**src/rtl/tri_phase_pkg.sv**
```systemverilog
package tri_phase_pkg;

  typedef enum logic [1:0] {
    ST_IDLE = 2'd0,
    ST_SEND = 2'd1,
    ST_HOLD = 2'd2
  } txState_e;

  // strobes from control to datapath
  typedef struct packed {
    logic loadFirst;  // first symbol after idle
    logic stepNext;   // advance around the ring
    logic dataBit;    // bit value of the accepted request
    logic drive;      // a symbol is on the channel
    logic flagErr;    // protocol violation this cycle
  } txStrobe_t;

endpackage

```
**src/rtl/tri_phase_ctrl.sv**
```systemverilog
module tri_phase_ctrl
  import tri_phase_pkg::*;
(
  input  logic      clk,
  input  logic      rst,
  input  logic      reqZero,
  input  logic      reqOne,
  input  logic      ack,
  output txStrobe_t strb
);

  txState_e stateQ, stateNext;

  logic wantZero, wantOne, badReq, anyReq, goodReq;

  assign wantZero = reqZero & ~reqOne;
  assign wantOne  = reqOne & ~reqZero;
  assign badReq   = reqZero & reqOne;
  assign anyReq   = reqZero | reqOne;
  assign goodReq  = wantZero | wantOne;

  always_comb begin
    stateNext = stateQ;
    strb      = '0;
    strb.drive = (stateQ == ST_SEND);
    case (stateQ)
      ST_IDLE: begin
        if (ack || badReq) begin
          strb.flagErr = 1'b1;
        end else if (goodReq) begin
          strb.loadFirst = 1'b1;
          strb.dataBit   = wantOne;
          stateNext      = ST_SEND;
        end
      end
      ST_SEND: begin
        if (anyReq) strb.flagErr = 1'b1;
        if (ack) stateNext = ST_HOLD;
      end
      ST_HOLD: begin
        if (ack || badReq) begin
          strb.flagErr = 1'b1;
        end else if (goodReq) begin
          strb.stepNext = 1'b1;
          strb.dataBit  = wantOne;
          stateNext     = ST_SEND;
        end
      end
      default: stateNext = ST_IDLE;
    endcase
  end

  always_ff @(posedge clk) begin
    if (rst) stateQ <= ST_IDLE;
    else     stateQ <= stateNext;
  end


  idle_start_chk: assert property (@(posedge clk) disable iff (rst)
    (stateQ == ST_IDLE && !ack && (reqZero != reqOne)) |=> (stateQ == ST_SEND));


  idle_stay_chk: assert property (@(posedge clk) disable iff (rst)
    (stateQ == ST_IDLE && (ack || (reqZero && reqOne))) |=> (stateQ == ST_IDLE));


  send_end_chk: assert property (@(posedge clk) disable iff (rst)
    (stateQ == ST_SEND && ack) |=> (stateQ == ST_HOLD));


  send_keep_chk: assert property (@(posedge clk) disable iff (rst)
    (stateQ == ST_SEND && !ack) |=> (stateQ == ST_SEND));


  hold_stay_chk: assert property (@(posedge clk) disable iff (rst)
    (stateQ == ST_HOLD && (ack || (reqZero && reqOne))) |=> (stateQ == ST_HOLD));


  hold_move_chk: assert property (@(posedge clk) disable iff (rst)
    (stateQ == ST_HOLD && !ack && (reqZero != reqOne)) |=> (stateQ == ST_SEND));

endmodule

```
**src/rtl/tri_phase_dp.sv**
```systemverilog
module tri_phase_dp
  import tri_phase_pkg::*;
#(
  parameter int SYM_COUNT = 3
) (
  input  logic                 clk,
  input  logic                 rst,
  input  logic                 ack,
  input  txStrobe_t            strb,
  output logic [SYM_COUNT-1:0] symVec,
  output logic                 errPulse
);

  localparam int POS_W = (SYM_COUNT > 1) ? $clog2(SYM_COUNT) : 1;

  logic [POS_W-1:0] posQ, posNext;
  logic [POS_W:0]   sumRaw, sumWrap;
  logic             errQ;

  always_comb begin
    sumRaw  = {1'b0, posQ} + (POS_W+1)'(1) + {{POS_W{1'b0}}, strb.dataBit};
    sumWrap = (sumRaw >= (POS_W+1)'(SYM_COUNT)) ? (sumRaw - (POS_W+1)'(SYM_COUNT)) : sumRaw;
    posNext = posQ;
    if (strb.loadFirst)     posNext = strb.dataBit ? POS_W'(1) : POS_W'(0);
    else if (strb.stepNext) posNext = sumWrap[POS_W-1:0];
  end

  always_ff @(posedge clk) begin
    if (rst) begin
      posQ <= '0;
      errQ <= 1'b0;
    end else begin
      posQ <= posNext;
      errQ <= strb.flagErr;
    end
  end

  assign errPulse = errQ;

  genvar gi;
  generate
    for (gi = 0; gi < SYM_COUNT; gi++) begin : g_sym
      localparam int NEXT_ONE = (gi + 1) % SYM_COUNT;
      localparam int NEXT_TWO = (gi + 2) % SYM_COUNT;

      assign symVec[gi] = strb.drive && !ack && (posQ == POS_W'(gi));


      step_one_chk: assert property (@(posedge clk) disable iff (rst)
        (strb.stepNext && !strb.dataBit && posQ == POS_W'(gi)) |=> (posQ == POS_W'(NEXT_ONE)));


      step_two_chk: assert property (@(posedge clk) disable iff (rst)
        (strb.stepNext && strb.dataBit && posQ == POS_W'(gi)) |=> (posQ == POS_W'(NEXT_TWO)));
    end
  endgenerate


  sym_excl_chk: assert property (@(posedge clk) disable iff (rst) $onehot0(symVec));


  send_pos_chk: assert property (@(posedge clk) disable iff (rst)
    (strb.drive && !strb.loadFirst && !strb.stepNext) |=> $stable(posQ));

endmodule

```
**src/rtl/tri_phase_tx.sv**
```systemverilog
module tri_phase_tx
  import tri_phase_pkg::*;
(
  input  logic clk,
  input  logic rst,
  input  logic reqZero,
  input  logic reqOne,
  input  logic ack,
  output logic symA,
  output logic symB,
  output logic symC,
  output logic errPulse
);

  txStrobe_t  strb;
  logic [2:0] symVec;

  tri_phase_ctrl u_ctrl (
    .clk     (clk),
    .rst     (rst),
    .reqZero (reqZero),
    .reqOne  (reqOne),
    .ack     (ack),
    .strb    (strb)
  );

  tri_phase_dp #(.SYM_COUNT(3)) u_dp (
    .clk      (clk),
    .rst      (rst),
    .ack      (ack),
    .strb     (strb),
    .symVec   (symVec),
    .errPulse (errPulse)
  );

  assign symA = symVec[0];
  assign symB = symVec[1];
  assign symC = symVec[2];


  ack_quiet_chk: assert property (@(posedge clk) disable iff (rst)
    ack |-> !(symA || symB || symC));

endmodule

```
**config.mk**
```make
export PLATFORM = sky130hd
export DESIGN_NAME = tri_phase_tx
export DESIGN_NICKNAME = d
export VERILOG_FILES = /design/src/rtl/tri_phase_pkg.sv /design/src/rtl/tri_phase_ctrl.sv /design/src/rtl/tri_phase_dp.sv /design/src/rtl/tri_phase_tx.sv
export SDC_FILE = /design/constraint.sdc
export NUM_CORES = 1
export LEC_CHECK = 0
export CAP_MARGIN = 20
export CORE_AREA = 2 2 39 41
export CTS_CLUSTER_DIAMETER = 40
export DETAILED_ROUTE_END_ITERATION = 10
export DIE_AREA = 0 0 41 43
export PLACE_DENSITY_LB_ADDON = 0.12
export SYNTH_ARGS = -nofsm -noshare
export SYNTH_HDL_FRONTEND = slang
export SYNTH_HIERARCHICAL = 1
export SYNTH_SLANG_ARGS = --single-unit
```
**constraint.sdc**
```tcl
create_clock -name clk -period 2.5 [get_ports clk]
set_input_delay 0.75 -clock clk [delete_from_list [all_inputs] [get_ports clk]]
set_output_delay 0.75 -clock clk [all_outputs]
set_load 0.02 [all_outputs]
```
==> flow_summary.yaml <==
grt:
  grt_max_degree: 7
  gr-total-overflow: 0
  grt_pass1_vias: 427
  antenna_found_initial: 0
  grt_first_pass_wirelength_mm: 1.70
  grtUsageTotal_pct: 13.8
critical_path:
  path_max_fanout: 4
  worstPathRequired_ns: 2.66
  end_kind: "flop"
  r2r-end: "u_dp/posQ[0]$_SDFFE_PP0P_"
  r2r_cells: 10
  rrSetupSlack_ns: 0.54
  r2r-start: "u_ctrl/stateQ[0]$_SDFFE_PP0P_"
  worstSetupStartpointType: "primary input"
  crit_type: "primary input to flop"
  crit_arrival_ns: 2.52
clocking:
  cts_tree: "yes"
  cts_buffers: 3
  path_clk_slew_ns: 0.04
  clk_path_buf_depth: 2
  root_buffer: "clkbuf_4"
  htree_levels: 1
  clkLatencyLatePin_ns: 0.24
  clock-sinks: 5
synth:
  yosysWarnings: 6
  yosysSeqAreaShare_pct: 23.5
  synth_async_sr_flop_share_pct: 0
  syn_area_per_cell_um2: 8.51
  synth_most_common_cell: "inv_1"
  synth_nets: 61
  synth_top_cell_area_share_pct: 23.5
  ys_ff_latch: 5
  synthCells: 50
  ys_top_cells_by_area: "dfxtp_1 (24%), ha_1 (15%), inv_1 (8.8%), fa_1 (4.7%), nor4b_1 (4.1%)"
  netlist_area_um2: 425
  synthDominantAreaCellType: "dfxtp_1"
  synth_edf_count: 0
  synth_ff_type: "dfxtp_1"
  ys_types: 24
  synthTopCellsByCount: "inv_1 (10), dfxtp_1 (5), ha_1 (5)"
placement:
  port_buffers: 8
  gp_congestion: 0.629
  post-place-cells: 81
  dp_hpwl_um: 741
sta:
  worst_slew_pin_slew_ns: 0.262
  rsz0062_at_grt: "no"
  hold_violations: 0
  hold_ws_ns: 0.620
  slew_viol_final: 0
  setup_tns_ns: 0
  setup_viol: 0
  max-slew-margin-rel_pct: 82.5
  max_freq_ghz: 0.423
  finalClockSkew_ns: 0.00211
  layout_min_cycle_time_ns: 2.36
  fin_crit_sh_pct: 94.5
flow_run:
  drv_cap: 0
drt:
  routed_via_density: 4.83
  vias: 435
  drc: 0
  firstDrtPassIters: 3
  avgRoutedWirePerCell_um: 10.4
  drt.antenna.violating_nets: 0
  dr.first_iter.drc_count: 4
  finalWirelength_um: 938
worst_hold_path:
  holdPathStages: 2
  worstHoldStart: "u_ctrl/stateQ[1]$_SDFFE_PP0P_"
  holdCritPathClass: "flop to flop"
  holdPathEnd: "u_ctrl/stateQ[1]$_SDFFE_PP0P_"
floorplanning:
  top_level_ports: 9
  start_util_pct: 30.7
  dieWidth_um: 41
  fp-row-count: 14
  die_h_um: 43
  coreArea_um2: 1380
  die_area_um2: 1760
final_layout:
  final_util_pct: 47.7
  synthToLayoutAreaGrowth_pct: 55.3
  layout-drive-gt1-share_pct: 37.8
  nets: 86
  stdcell_count: 90
  diodes: 0
run_status:
  status: "finished clean"
power_and_ir_drop:
  leakage_nw: 0.304
  vdd_drop_max_v: 0.000368
  power.density_nw_per_um2: 404
==> layout make-up <==
cell class	count	area, um^2
clock buffers	4	26.3
fillers	140	723
inverters	10	37.5
multi-input cells	34	303
flip-flops and latches	5	100
well taps	16	20.0
repair buffers	21	174
==> flip-flops by register name, summed over array words and instances (netlist names) <==
signal,cells
u_dp/posQ,2
u_ctrl/stateQ,2
u_dp/errPulse,1
==> logic make-up after synthesis <==
kind of cell | synth area share [%]
buffers and inverters | 10.6
AO/OA/AOI/OAI | 16.8
AND/OR/NAND/NOR | 29.7
flip-flops | 23.5
adder cells (fa/ha/maj) | 19.4
==> report_power, final <==
group | switching, W | internal [W]
sequential | 0.00000281 | 0.0000844
combinational | 0.0000387 | 0.0000488
clock | 0.0000321 | 0.0000603
total | 0.0000736 | 0.000194
==> routing by layer <==
metal	part of all wire, %	GRT usage (%)	routed length [um]
met3	3.5	6.28	33
met1	48	17.2	448
met2	49	21.6	456
met5	0	0	0
met4	0	2.00	0
==> placed cells by master, fill, tap and decap left out, types with 3 or more instances in the layout <==
master    instances
clkbuf_4          3
ha_1              3
buf_4            13
inv_1             8
nor2_1            4
dfxtp_1           5
==> worst max-delay path by stage <==
| stage | startpoint | endpoint | slack, ns | cells past startpoint |
|---|---|---|---|---|
| floorplan | reqZero | u_dp/posQ[1]$_SDFFE_PP0P_ | 0.06 | 10 |
| global placement | reqZero | u_dp/posQ[1]$_SDFFE_PP0P_ | -0.45 | 11 |
| detailed placement | reqZero | u_dp/posQ[1]$_SDFFE_PP0P_ | -0.45 | 11 |
| CTS | reqOne | u_dp/posQ[1]$_SDFFE_PP0P_ | 0.02 | 11 |
| global route | reqZero | u_dp/posQ[0]$_SDFFE_PP0P_ | 0.0007 | 11 |
| finish | reqZero | u_dp/posQ[0]$_SDFFE_PP0P_ | 0.14 | 11 |
==> worst max-delay path, cell delays in order <==
cell and delay (ns):
clkdlybuf4s15_1 0.19, ha_2 0.20, nor3_2 0.12, and2_1 0.16, inv_2 0.05, ha_4 0.26, inv_2 0.03, fa_2 0.36
nor2_1 0.11, o21ai_1 0.08, a211oi_1 0.22
==> per-stage QoR <==
step	power (W)	worst slack (ns)	area, um^2
after detailed placement	0.000167	-0.455	598
final	0.000267	0.138	661
after floorplan	0.000133	0.0550	445
after global placement	0.000166	-0.446	598
after global routing	0.000295	0.000711	661
after CTS	0.000273	0.0193	658
==> what timing repair did <==
action | in CTS | in global routing
endpoints found under the setup margin | 5 | 2
gates resized for setup | 19 | 3
hold buffers | 0 | 0
setup buffers | 5 | 0
pin swaps | 5 | 6
Power figures use the tool's default switching activity.
